[src/rtl/tmr_pkg.sv]
package tmr_pkg;

    localparam int unsigned BYTE_W    = 8;
    localparam int unsigned OSC_DIV   = 12;
    localparam int unsigned BAUD_BASE = 32;

    typedef enum logic {
        MODE_W16 = 1'b0,
        MODE_R8  = 1'b1
    } tmr_mode_e;

    typedef enum logic [1:0] {
        SEL_LO   = 2'd0,
        SEL_HI   = 2'd1,
        SEL_FLAG = 2'd2,
        SEL_DBL  = 2'd3
    } wr_sel_e;

    typedef struct packed {
        logic [BYTE_W-1:0] hi;
        logic [BYTE_W-1:0] lo;
    } cnt_pair_t;

    function automatic logic is_cnt_sel(input wr_sel_e s);
        return (s == SEL_LO) || (s == SEL_HI);
    endfunction

endpackage

[src/rtl/mcyc_prescaler.sv]
module mcyc_prescaler #(
    parameter int unsigned DIV = tmr_pkg::OSC_DIV
) (
    input  logic clk,
    input  logic rst,
    output logic mc_en
);
    localparam int unsigned CW = (DIV > 1) ? $clog2(DIV) : 1;
    localparam logic [CW-1:0] LAST = CW'(DIV - 1);

    logic [CW-1:0] phase_q;

    always_ff @(posedge clk) begin
        if (rst)                  phase_q <= '0;
        else if (phase_q == LAST) phase_q <= '0;
        else                      phase_q <= phase_q + 1'b1;
    end

    assign mc_en = (phase_q == LAST);

    AST_MC_SPACED: assert property (@(posedge clk) disable iff (rst)
        mc_en |=> !mc_en);

endmodule

[src/rtl/tmr_core.sv]
module tmr_core
    import tmr_pkg::*;
(
    input  logic                 clk,
    input  logic                 rst,
    input  logic                 mc_en,
    input  logic                 run_en,
    input  tmr_mode_e            mode,
    input  logic                 wr_en,
    input  wr_sel_e              wr_sel,
    input  logic [BYTE_W-1:0]    wr_data,
    output cnt_pair_t            cnt,
    output logic                 ovf_flag,
    output logic                 ovf_pulse
);
    cnt_pair_t cnt_q, cnt_nxt;
    logic      cnt_wr, step, wrap, flag_q, flag_clr;

    assign cnt_wr   = wr_en && is_cnt_sel(wr_sel);
    assign flag_clr = wr_en && (wr_sel == SEL_FLAG);
    assign step     = mc_en && run_en && !cnt_wr;

    always_comb begin
        cnt_nxt = cnt_q;
        wrap    = 1'b0;
        if (mode == MODE_W16) begin
            cnt_nxt = cnt_pair_t'(cnt_q + 1'b1);
            wrap    = step && (cnt_q == '1);
        end else begin
            wrap       = step && (cnt_q.lo == '1);
            cnt_nxt.lo = (cnt_q.lo == '1) ? cnt_q.hi : cnt_q.lo + 1'b1;
        end
    end

    always_ff @(posedge clk) begin
        if (rst) begin
            cnt_q <= '0;
        end else if (cnt_wr) begin
            if (wr_sel == SEL_LO) cnt_q.lo <= wr_data;
            else                  cnt_q.hi <= wr_data;
        end else if (step) begin
            cnt_q <= cnt_nxt;
        end
    end

    always_ff @(posedge clk) begin
        if (rst)           flag_q <= 1'b0;
        else if (wrap)     flag_q <= 1'b1;
        else if (flag_clr) flag_q <= 1'b0;
    end

    assign cnt       = cnt_q;
    assign ovf_flag  = flag_q;
    assign ovf_pulse = wrap;

    AST_HOLD_STOPPED: assert property (@(posedge clk) disable iff (rst)
        (!run_en && !wr_en) |=> $stable(cnt_q));
    AST_WIDE_WRAPS_ZERO: assert property (@(posedge clk) disable iff (rst)
        (ovf_pulse && mode == MODE_W16) |=> (cnt_q == '0));
    AST_RELOAD_FROM_HI: assert property (@(posedge clk) disable iff (rst)
        (ovf_pulse && mode == MODE_R8) |=> (cnt_q.lo == $past(cnt_q.hi) && $stable(cnt_q.hi)));
    AST_FLAG_STICKY: assert property (@(posedge clk) disable iff (rst)
        (flag_q && !flag_clr) |=> flag_q);
    AST_WRITE_WINS: assert property (@(posedge clk) disable iff (rst)
        (wr_en && wr_sel == SEL_LO) |=> (cnt_q.lo == $past(wr_data)));

endmodule

[src/rtl/baud_div.sv]
module baud_div
    import tmr_pkg::*;
#(
    parameter int unsigned BASE = tmr_pkg::BAUD_BASE
) (
    input  logic      clk,
    input  logic      rst,
    input  logic      clr,
    input  logic      ovf_pulse,
    input  tmr_mode_e mode,
    input  logic      dbl,
    output logic      tick
);
    localparam int unsigned DW = $clog2(BASE);
    localparam logic [DW-1:0] LIM_SLOW = DW'(BASE - 1);
    localparam logic [DW-1:0] LIM_FAST = DW'(BASE / 2 - 1);

    logic [DW-1:0] div_q, limit;
    logic          tick_q, count_en;

    assign limit    = dbl ? LIM_FAST : LIM_SLOW;
    assign count_en = ovf_pulse && (mode == MODE_R8);

    always_ff @(posedge clk) begin
        if (rst || clr) begin
            div_q  <= '0;
            tick_q <= 1'b0;
        end else begin
            tick_q <= 1'b0;
            if (count_en) begin
                if (div_q == limit) begin
                    div_q  <= '0;
                    tick_q <= 1'b1;
                end else begin
                    div_q <= div_q + 1'b1;
                end
            end
        end
    end

    assign tick = tick_q;

    AST_TICK_FROM_OVF: assert property (@(posedge clk) disable iff (rst)
        tick |-> ($past(ovf_pulse) && $past(mode) == MODE_R8));
    AST_CLR_RESTARTS: assert property (@(posedge clk) disable iff (rst)
        clr |=> (!tick && div_q == '0));

endmodule

[src/rtl/timer_baud.sv]
module timer_baud
    import tmr_pkg::*;
#(
    parameter int unsigned PRESCALE  = tmr_pkg::OSC_DIV,
    parameter int unsigned BAUD_DIVN = tmr_pkg::BAUD_BASE
) (
    input  logic              clk,
    input  logic              rst,
    input  logic              run_en,
    input  logic              mode_sel,
    input  logic              wr_en,
    input  logic [1:0]        wr_sel,
    input  logic [BYTE_W-1:0] wr_data,
    output logic              mcyc_en,
    output logic [BYTE_W-1:0] cnt_lo,
    output logic [BYTE_W-1:0] cnt_hi,
    output logic              ovf_flag,
    output logic              baud_tick
);
    tmr_mode_e mode_e, mode_q;
    wr_sel_e   sel_e;
    cnt_pair_t cnt;
    logic      ovf_pulse, dbl_q, dbl_wr, div_clr;

    assign mode_e  = tmr_mode_e'(mode_sel);
    assign sel_e   = wr_sel_e'(wr_sel);
    assign dbl_wr  = wr_en && (sel_e == SEL_DBL);
    assign div_clr = dbl_wr || (mode_e != mode_q);

    always_ff @(posedge clk) begin
        if (rst) begin
            dbl_q  <= 1'b0;
            mode_q <= MODE_W16;
        end else begin
            mode_q <= mode_e;
            if (dbl_wr) dbl_q <= wr_data[0];
        end
    end

    mcyc_prescaler #(.DIV(PRESCALE)) u_pre (
        .clk   (clk),
        .rst   (rst),
        .mc_en (mcyc_en)
    );

    tmr_core u_core (
        .clk       (clk),
        .rst       (rst),
        .mc_en     (mcyc_en),
        .run_en    (run_en),
        .mode      (mode_e),
        .wr_en     (wr_en),
        .wr_sel    (sel_e),
        .wr_data   (wr_data),
        .cnt       (cnt),
        .ovf_flag  (ovf_flag),
        .ovf_pulse (ovf_pulse)
    );

    baud_div #(.BASE(BAUD_DIVN)) u_baud (
        .clk       (clk),
        .rst       (rst),
        .clr       (div_clr),
        .ovf_pulse (ovf_pulse),
        .mode      (mode_e),
        .dbl       (dbl_q),
        .tick      (baud_tick)
    );

    assign cnt_lo = cnt.lo;
    assign cnt_hi = cnt.hi;

    AST_RESET_QUIET: assert property (@(posedge clk)
        $past(rst) |-> (!ovf_flag && !baud_tick && !dbl_q));

endmodule

[config.mk]
export PLATFORM = sky130hd
export DESIGN_NAME = timer_baud
export DESIGN_NICKNAME = d
export VERILOG_FILES = /design/src/rtl/tmr_pkg.sv /design/src/rtl/mcyc_prescaler.sv /design/src/rtl/tmr_core.sv /design/src/rtl/baud_div.sv /design/src/rtl/timer_baud.sv
export SDC_FILE = /design/constraint.sdc
export NUM_CORES = 1
export LEC_CHECK = 0
export ABC_AREA = 1
export BUFFER_PORTS_ARGS = -buffer_cell sky130_fd_sc_hd__buf_2
export CAP_MARGIN = 30
export CORE_MARGIN = 5
export CORE_UTILIZATION = 55
export DETAILED_ROUTE_END_ITERATION = 12
export GPL_ROUTABILITY_DRIVEN = 0
export GPL_TIMING_DRIVEN = 0
export PLACE_DENSITY = 0.79
export SLEW_MARGIN = 0
export SYNTH_ARGS = -nofsm -noshare
export SYNTH_HDL_FRONTEND = slang
export SYNTH_HIERARCHICAL = 1
export SYNTH_SLANG_ARGS = --single-unit
[constraint.sdc]
create_clock -name clk -period 2.3 [get_ports clk]
set_input_delay 0.46 -clock clk [delete_from_list [all_inputs] [get_ports clk]]
set_output_delay 0.46 -clock clk [all_outputs]
set_load 0.01 [all_outputs]
==> flow_summary.yaml, run 1 <==
status:
  outcome: "completed"
layout:
  instances_no_fill: 395
  fillers: 325
  nNetsFinal: 366
  area_growth_pct: 17.24
  diodes: 0
  drive_above_1_share: 0.1977
drt:
  vias_per_cell: 5.023
  post_drt_wl_per_cell_um: 11.91
  first_pass_iters: 5
  detail-route-antenna-nets: 0
  drt_iter0_drc: 178
  wirelength_mm: 4.706
  drc: 0
  via_count: 1984
global_routing:
  grt_pass1_wl_mm: 8.121
  antenna_found_initial: 0
  grt_max_degree: 11
  grt_pass1_vias: 1839
  overflow: 0
  grt_usage: 0.2286
synthesis:
  synth_commonest_cells: "nand2_1 (79), nor2_1 (55), inv_1 (41), dfxtp_1 (29), nand3_1 (23)"
  yosysSeqAreaShare: 0.3053
  synthesis.nets: 326
  synthMostInstantiatedCell: "nand2_1"
  synth_area_um2: 1902
  synth.distinct_cells: 30
  synth_top_area_share: 0.3053
  yosys.area.top_type: "dfxtp_1"
  ys.flop_type: "dfxtp_1"
  netlist_instances: 308
  synth_edf_count: 0
  syn_avg_cell_area_um2: 6.175
  ys_seq_elements: 29
  ys_warn_count: 6
  synthArstFlopShare: 0
  synth.area.top_cells: "dfxtp_1 (31%), nand2_1 (16%), nor2_1 (11%)"
pwr:
  pwr-share-seq: 0.445
  p_clk_frac: 0.431
  p_int_uw: 917.1
  power_leakage_uw: 0.001043
  p_sw_uw: 314.3
  sw_frac_of_total: 0.2552
  ir_drop_uv: 537.3
  p_per_area_nw_per_um2: 552.3
  pwr-share-comb: 0.124
sta:
  skew_ns: 0.004076
  hold_viol: 0
  rsz0062_at_grt: "no"
  max_slew_margin: 0.6619
  min_period_ns: 2.082
  max_freq_mhz: 480.3
  tns_ns: 0
  slew_violations: 0
  post-route-period-util: 0.9052
  setup_viol: 0
  tightest_slew_ns: 0.5071
floorplan:
  chipWidth_um: 68.81
  start_util: 0.5699
  die_area_um2: 4734
  rows: 21
  die_y_um: 68.81
  ios: 34
  core_um2: 3337
worst_setup_path:
  r2r-start: "u_core/cnt[0]$_SDFFE_PP0P_"
  startpoint_type: "flip-flop"
  rrSetupSlack_ns: 0.22
  crit_arrival_ns: 2.32
  cp_max_fo: 6
  r2r_cells: 12
  crit_type: "flip-flop to flip-flop"
  r2r_end: "u_baud/div_q[3]$_SDFFE_PP0P_"
  end_kind: "flip-flop"
  crit_required_ns: 2.54
run:
  maxCapViolations: 0
clocking:
  clock_path_buffers: 2
  cts_buffers: 5
  cts_root_buffer: "clkbuf_4"
  insertion_delay_ns: 0.33
  htreeDepth: 2
  cts_tree: "done"
  cts.sinks: 29
  holdBufCountCts: 0
  path_clk_slew_ns: 0.10
hold_path:
  min-delay-start: "rst"
  holdPathStages: 2
  hp-class: "input port to flip-flop"
  hold_end: "mode_q$_SDFF_PP0_"
placement:
  dp_cells: 387
  detailed_place_hpwl_mm: 3.472
  port_buffers: 33
==> layer usage <==
metal	vias to the layer above	GRT usage	share of wire
li1	1048	-	-
met1	865	0.3067	0.46
met2	66	0.3611	0.45
met3	5	0.04862	0.074
met4	0	0.08029	0.012
met5	-	0	0
==> cell type report <==
class	count	area [µm²]	area share
multi-input combinational	230	1124	0.5039
tap	46	57.56	0.02581
sequential	29	580.6	0.2604
timing repair buffer	33	165.2	0.07407
clock inverter	3	65.06	0.02918
buffer	5	35.03	0.01571
clock buffer	5	37.54	0.01684
inverter	44	165.2	0.07407
==> flip-flops by register name, indices dropped and copies added, names as in the netlist <==
signal / flops
dbl_q: 1
u_core/cnt: 16
u_pre/phase_q: 4
u_core/ovf_flag: 1
mode_q: 1
u_baud/div_q: 5
u_baud/tick: 1
==> power by group through the flow <==
stage	Combinational [µW]	Clock (µW)	Sequential (µW)
global route	175	563	552
detailed placement	152	0	559
finish	153	531	548
floorplan	93.0	0	561
global placement	149	0	559
CTS	153	541	548
==> layout by cell type, fill, tap and decap left out, types with 2 or more instances in the layout <==
cell,n
nand2_1,79
nor2_1,54
inv_1,41
buf_2,34
dfxtp_1,29
nand3_1,23
a21oi_1,19
o21ai_0,15
clkbuf_4,5
nand2_2,5
nand4_1,5
nor2_4,4
nor2_2,3
ha_1,3
o21ai_2,3
inv_2,3
nand3_2,2
bufinv_16,2
o21bai_1,2
xnor2_1,2
buf_4,2
o211ai_1,2
a21oi_2,2
==> logic make-up (layout without fill, tap and decap cells) <==
family | after synthesis | after routing | share of synthesized area
fa+ha+maj | 3 | 3 | 0.01974
buf+inv | 49 | 90 | 0.1053
xor+xnor | 3 | 3 | 0.01382
compound gates | 44 | 44 | 0.1349
flops | 29 | 29 | 0.3053
simple gates | 180 | 180 | 0.4211
==> per-stage QoR <==
| step | instance area (µm²) | power, µW | hold WS (ns) | util | setup WS, ns |
|---|---|---|---|---|---|
| floorplan | 1902 | 653.6 | 0.4301 | - | 0.4226 |
| finish | 2230 | 1231 | 0.3662 | 0.6682 | 0.2181 |
| CTS | 2227 | 1241 | 0.3515 | 0.6674 | 0.1681 |
| global placement | 2125 | 708.3 | 0.4447 | 0.6367 | 0.2637 |
| global route | 2230 | 1291 | 0.3640 | 0.6682 | 0.04763 |
| detailed placement | 2125 | 711.1 | 0.4544 | 0.6367 | 0.2454 |
==> worst max-delay path, stage by stage (launching register included) <==
cell,delay (ns)
dfxtp_1,0.42
ha_1,0.24
nand2_2,0.12
nor2_2,0.26
nand2_1,0.11
nor2_1,0.11
nand3_1,0.08
a21oi_1,0.16
nand2_2,0.14
nor2_4,0.16
nand2_2,0.07
nand2_2,0.08
nor2_2,0.04
==> how the worst max path moves through the flow <==
| stage | start | endpoint | slack [ns] |
|---|---|---|---|
| global placement | u_core/cnt[0]$_SDFFE_PP0P_ | u_baud/div_q[0]$_SDFFE_PP0P_ | 0.26 |
| global route | u_core/cnt[0]$_SDFFE_PP0P_ | u_baud/div_q[0]$_SDFFE_PP0P_ | 0.05 |
| finish | u_core/cnt[0]$_SDFFE_PP0P_ | u_baud/div_q[3]$_SDFFE_PP0P_ | 0.22 |
| floorplan | u_core/cnt[0]$_SDFFE_PP0P_ | u_baud/div_q[0]$_SDFFE_PP0P_ | 0.42 |
| detailed placement | u_core/cnt[0]$_SDFFE_PP0P_ | u_baud/div_q[0]$_SDFFE_PP0P_ | 0.25 |
| CTS | u_core/cnt[0]$_SDFFE_PP0P_ | u_baud/div_q[3]$_SDFFE_PP0P_ | 0.17 |
==> what timing repair did <==
| item | CTS | global route |
|---|---|---|
| setup endpoints to repair | 0 | 5 |
| gates resized for setup | 0 | 1 |
| buffers inserted | 0 | 0 |
Power figures use the tool's default switching activity.
==> inputs of run 2 (changes only) <==
--- a/config.mk
+++ b/config.mk
@@ -6,7 +6,7 @@
 export NUM_CORES = 1
 export LEC_CHECK = 0
 export ABC_AREA = 1
-export BUFFER_PORTS_ARGS = -buffer_cell sky130_fd_sc_hd__buf_2
+export BUFFER_PORTS_ARGS = -buffer_cell sky130_fd_sc_hd__buf_4
 export CAP_MARGIN = 30
 export CORE_MARGIN = 5
 export CORE_UTILIZATION = 55
@@ -14,6 +14,7 @@
 export GPL_ROUTABILITY_DRIVEN = 0
 export GPL_TIMING_DRIVEN = 0
 export PLACE_DENSITY = 0.79
+export SETUP_SLACK_MARGIN = 0.5
 export SLEW_MARGIN = 0
 export SYNTH_ARGS = -nofsm -noshare
 export SYNTH_HDL_FRONTEND = slang
==> run 2 against run 1 <==
Utilization up 6.7 points. Fmax up 20%. Clock power up 0.9%. Critical endpoint is now u_baud/div_q[0]$_SDFFE_PP0P_.
==> flow_summary.yaml, run 2 (synthesized netlist as in run 1, its figures left out) <==
drt:
  post_drt_wl_per_cell_um: 12.95
  detail-route-antenna-nets: 0
  drc: 0
  vias_per_cell: 5.184
  via_count: 2089
  first_pass_iters: 4
  drt_iter0_drc: 174
  wirelength_mm: 5.219
sta:
  tightest_slew_ns: 0.5125
  rsz0062_at_grt: "no"
  min_period_ns: 1.735
  hold_viol: 0
  max_slew_margin: 0.6583
  slew_violations: 0
  tns_ns: 0
  post-route-period-util: 0.7542
  hold_slack_ns: 0.3134
  final.setup.worst_slack_ns: 0.5654
  max_freq_mhz: 576.5
  setup_viol: 0
  skew_ns: 0.008506
floorplan:
  rows: 21
  die_area_um2: 4734
  chipWidth_um: 68.81
  ios: 34
  start_util: 0.5699
  die_y_um: 68.81
  core_um2: 3337
clocking:
  htreeDepth: 2
  clock_path_buffers: 2
  cts_root_buffer: "clkbuf_4"
  holdBufCountCts: 0
  cts_buffers: 5
  cts_tree: "done"
  path_clk_slew_ns: 0.10
  cts.sinks: 29
  insertion_delay_ns: 0.34
worst_setup_path:
  startpoint_type: "flip-flop"
  r2r_cells: 11
  r2r-start: "u_core/cnt[0]$_SDFFE_PP0P_"
  crit_arrival_ns: 1.98
  crit_type: "flip-flop to flip-flop"
  rrSetupSlack_ns: 0.57
  cp_max_fo: 10
  r2r_end: "u_baud/div_q[0]$_SDFFE_PP0P_"
  end_kind: "flip-flop"
  crit_required_ns: 2.54
layout:
  drive_above_1_share: 0.2745
  area_growth_pct: 29.08
  diodes: 0
  fillers: 300
  nNetsFinal: 374
  mostFrequentLayoutCell: "nand2_1"
  final_cell_area_um2: 2455
  final_cell_mix: "nand2_1 (78), nor2_1 (52), buf_4 (43), inv_1 (39), nand3_1 (21)"
  multi_input_area_um2: 1187
  largest_reg_flops: 16
  seq_area_um2: 599.3
hold_path:
  hp-class: "input port to flip-flop"
  hold_end: "mode_q$_SDFF_PP0_"
  holdPathStages: 2
  min-delay-start: "rst"
pwr:
  power_leakage_uw: 0.001121
  p_per_area_nw_per_um2: 515.5
  ir_drop_uv: 348.8
global_routing:
  grt_pass1_vias: 1791
  grt_pass1_wl_mm: 8.204
  overflow: 0
  grt_max_degree: 11
  grt_usage: 0.2341
  antenna_found_initial: 0
placement:
  detailed_place_hpwl_mm: 3.531
  port_buffers: 33
  placed_area_um2: 2215
  detailedPlace.worstSlack_ns: 0.3658
run:
  maxCapViolations: 0
status:
  outcome: "completed"
-- run 2: stage by stage --
stage | power, µW | cells | util
finish | 1266 | 403 | 0.7357
global placement | 723.8 | 387 | 0.6637
global route | 1327 | 403 | 0.7357
CTS | 1263 | 396 | 0.7057
detailed placement | 726.3 | 387 | 0.6637
floorplan | 654.1 | 308 | -
-- run 2: routing by layer --
metal | up-vias | wire length [µm] | GRT usage
met3 | 13 | 465 | 0.05997
met2 | 85 | 2382 | 0.3540
li1 | 1071 | - | -
met4 | 0 | 98 | 0.08029
met1 | 920 | 2272 | 0.3212
met5 | - | 0 | 0
-- run 2: timing repair --
item / CTS / global route
gates resized for setup: 7 / 19
setup buffers: 1 / 7
setup endpoints to repair: 6 / 23
pin swaps: 3 / 5
-- run 2: how the worst max path moves through the flow --
stage | start | end | slack (ns) | cells past startpoint
2_1_floorplan | u_core/cnt[0]$_SDFFE_PP0P_ | u_baud/div_q[0]$_SDFFE_PP0P_ | 0.53 | 11
3_3_place_gp | u_core/cnt[0]$_SDFFE_PP0P_ | u_baud/div_q[0]$_SDFFE_PP0P_ | 0.41 | 11
3_5_place_dp | u_core/cnt[0]$_SDFFE_PP0P_ | u_baud/div_q[0]$_SDFFE_PP0P_ | 0.37 | 12
4_1_cts | u_core/cnt[0]$_SDFFE_PP0P_ | u_baud/div_q[0]$_SDFFE_PP0P_ | 0.52 | 11
5_1_grt | u_core/cnt[0]$_SDFFE_PP0P_ | u_baud/div_q[0]$_SDFFE_PP0P_ | 0.49 | 12
6_report | u_core/cnt[0]$_SDFFE_PP0P_ | u_baud/div_q[0]$_SDFFE_PP0P_ | 0.57 | 11
-- run 2: critical path, cell delays in order, from the launching register on --
cell and delay (ns):
dfxtp_4 0.38, ha_4 0.15, nand2_4 0.08, nor2_4 0.18, nand3_4 0.10, buf_6 0.16
a21oi_2 0.17, nand2_4 0.10, nor2_4 0.12, nand2_2 0.08, nand2_2 0.07, nor2_1 0.04
-- run 2: report_power, final --
part           leakage [µW]  internal (µW)  switching, µW  total, µW
logic              0.000824           78.2            101        180
registers          0.000241            524           26.9        550
clock network     0.0000552            336            199        536
total               0.00112            938            327       1270
-- run 2: cell type report --
cell class / instances / share of cell area
sequential: 29 / 0.2441
buffer: 5 / 0.01427
tap: 46 / 0.02345
clock inverter: 3 / 0.02650
timing repair buffer: 41 / 0.1254
multi-input combinational: 230 / 0.4837
clock buffer: 5 / 0.01529
inverter: 44 / 0.06728
==> inputs of run 3 (changes only) <==
--- a/config.mk
+++ b/config.mk
@@ -9,11 +9,11 @@
 export BUFFER_PORTS_ARGS = -buffer_cell sky130_fd_sc_hd__buf_4
 export CAP_MARGIN = 30
 export CORE_MARGIN = 5
-export CORE_UTILIZATION = 55
+export CORE_UTILIZATION = 50
 export DETAILED_ROUTE_END_ITERATION = 12
 export GPL_ROUTABILITY_DRIVEN = 0
 export GPL_TIMING_DRIVEN = 0
-export PLACE_DENSITY = 0.79
+export PLACE_DENSITY = 0.76
 export SETUP_SLACK_MARGIN = 0.5
 export SLEW_MARGIN = 0
 export SYNTH_ARGS = -nofsm -noshare
==> constraint.sdc (replaced) <==
create_clock -name clk -period 1.5 [get_ports clk]
set_input_delay 0.3 -clock clk [delete_from_list [all_inputs] [get_ports clk]]
set_output_delay 0.3 -clock clk [all_outputs]
set_load 0.01 [all_outputs]
==> run 3 against run 2 <==
The run now ends with negative setup slack left. Sequential cell count did not move. Sequential share of layout area fell by 3.7 points. Clock-buffer cell count rose by 3. Global-route usage rose by 0.94 points. Critical endpoint is now u_baud/div_q[3]$_SDFFE_PP0P_. Highest routed layer unchanged.
==> flow_summary.yaml, run 3 (synthesized netlist as in run 1, its figures left out) <==
layout:
  largest_reg_flops: 16
  final_cell_area_um2: 3057
  seq_area_um2: 633.1
  final_util: 0.8349
  diodes: 0
  final_cell_mix: "nand2_1 (53), nor2_1 (39), inv_1 (38), buf_4 (37)"
  drive_above_1_share: 0.4974
  mostFrequentLayoutCell: "nand2_1"
  fillers: 210
  nNetsFinal: 397
  multi_input_area_um2: 1465
  area_growth_pct: 60.72
sta:
  max_slew_margin: 0.4706
  max_freq_mhz: 565.2
  setup_viol: 23
  post-route-period-util: 1.180
  final.setup.worst_slack_ns: -0.2693
  hold_viol: 0
  slew_violations: 0
  tightest_slew_ns: 0.7940
  min_period_ns: 1.769
  hold_slack_ns: 0.2328
  rsz0062_at_grt: "yes"
  skew_ns: 0.005924
worst_setup_path:
  startpoint_type: "flip-flop"
  r2r_end: "u_baud/div_q[3]$_SDFFE_PP0P_"
  r2r-start: "u_core/cnt[7]$_SDFFE_PP0P_"
  crit_type: "flip-flop to flip-flop"
  cp_max_fo: 6
  end_kind: "flip-flop"
  r2r_cells: 9
  rrSetupSlack_ns: -0.27
  crit_required_ns: 1.72
  crit_arrival_ns: 1.99
clocking:
  cts_buffers: 5
  cts.sinks: 29
  clock_path_buffers: 2
  cts_tree: "done"
  path_clk_slew_ns: 0.06
  insertion_delay_ns: 0.28
  cts_root_buffer: "clkbuf_8"
  htreeDepth: 2
placement:
  port_buffers: 33
  placed_area_um2: 2282
  detailed_place_hpwl_mm: 3.626
hold_path:
  hold_end: "mode_q$_SDFF_PP0_"
  hp-class: "input port to flip-flop"
  min-delay-start: "rst"
  holdPathStages: 2
global_routing:
  grt_max_degree: 11
  antenna_found_initial: 0
  overflow: 0
  grt_usage: 0.2435
  grt_pass1_vias: 2170
  grt_pass1_wl_mm: 9.942
pwr:
  pwr-share-comb: 0.209
  p_int_uw: 1346
  power.total_uw: 1904
  ir_drop_uv: 447.7
  p_sw_uw: 557.7
  pwr-share-seq: 0.444
  p_clk_frac: 0.348
  sw_frac_of_total: 0.2930
  p_per_area_nw_per_um2: 622.8
  power_leakage_uw: 0.001345
floorplan:
  ios: 34
  die_y_um: 71.68
  chipWidth_um: 71.68
  rows: 22
  start_util: 0.5195
  core_um2: 3661
  die_area_um2: 5137
drt:
  via_count: 2490
  wirelength_mm: 7.216
  vias_per_cell: 5.818
  drc: 0
  detail-route-antenna-nets: 0
  first_pass_iters: 5
  post_drt_wl_per_cell_um: 16.86
  drt_iter0_drc: 299
run:
  maxCapViolations: 0
status:
  outcome: "complete, but fails checks"
  failed_checks: "negative setup slack"
-- run 3: changes by cell type in the layout (fill, tap and decap cells not counted), sizes merged --
| cell | delta |
|---|---|
| clkbuf | +3 |
| buf | +22 |
| clkinv | -1 |
| o21ai | +1 |
| bufinv | -2 |
-- run 3: cell type report --
type                    count  share of cell area
repair buffers             63              0.1936
flip-flops and latches     29              0.2071
plain buffers               5             0.01515
clock buffers               8             0.02947
well taps                  48             0.01965
multi-input cells         231              0.4793
inverters                  44             0.05567
-- run 3: worst max path at each step --
stage	start	end	slack [ns]	depth (start not counted)
finish	u_core/cnt[7]$_SDFFE_PP0P_	u_baud/div_q[3]$_SDFFE_PP0P_	-0.27	9
global route	u_core/cnt[7]$_SDFFE_PP0P_	u_baud/div_q[3]$_SDFFE_PP0P_	-0.31	10
CTS	u_core/cnt[0]$_SDFFE_PP0P_	u_baud/div_q[0]$_SDFFE_PP0P_	-0.11	12
detailed placement	u_core/cnt[8]$_SDFFE_PP0P_	u_baud/div_q[0]$_SDFFE_PP0P_	-0.31	11
global placement	u_core/cnt[8]$_SDFFE_PP0P_	u_baud/div_q[0]$_SDFFE_PP0P_	-0.32	11
floorplan	u_core/cnt[1]$_SDFFE_PP0P_	u_baud/div_q[0]$_SDFFE_PP0P_	-0.12	11
-- run 3: what timing repair did --
action,in CTS,in global routing
hold endpoints to repair,0,0
hold buffers,0,0
setup endpoints to repair,42,43
gates resized for setup,75,64
pin swaps,26,21
cloned,2,1
setup buffers,17,11
-- run 3: power groups by stage --
| stage | registers [µW] | logic, µW | clock network (µW) |
|---|---|---|---|
| after floorplan | 863 | 149 | 0 |
| after global placement | 862 | 259 | 0 |
| after detailed placement | 863 | 262 | 0 |
| after CTS | 839 | 322 | 670 |
| after global routing | 848 | 428 | 716 |
| final | 845 | 397 | 662 |
-- run 3: routing by layer --
layer,vias to the layer above,part of all wire,GRT usage
met5,-,0,0
li1,1121,-,-
met3,58,0.082,0.05891
met4,0,0.068,0.1399
met1,1131,0.38,0.2902
met2,180,0.47,0.3969
-- run 3: critical path, cell delays in order (launching register included) --
cell	delay, ns
dfxtp_4	0.39
nand2_1	0.14
nor2_4	0.22
nand3_4	0.11
buf_8	0.14
a21oi_2	0.16
nand2_4	0.10
o21bai_1	0.19
nand2_1	0.12
nor2_2	0.10
-- run 3: through the flow --
stage / std cells / setup TNS (ns) / setup WS (ns)
after global placement: 389 / -2.004 / -0.3186
after global routing: 428 / -4.460 / -0.3121
after CTS: 416 / -0.3888 / -0.1082
final: 428 / -3.049 / -0.2693
after floorplan: 308 / -0.5231 / -0.1228
after detailed placement: 389 / -2.071 / -0.3058
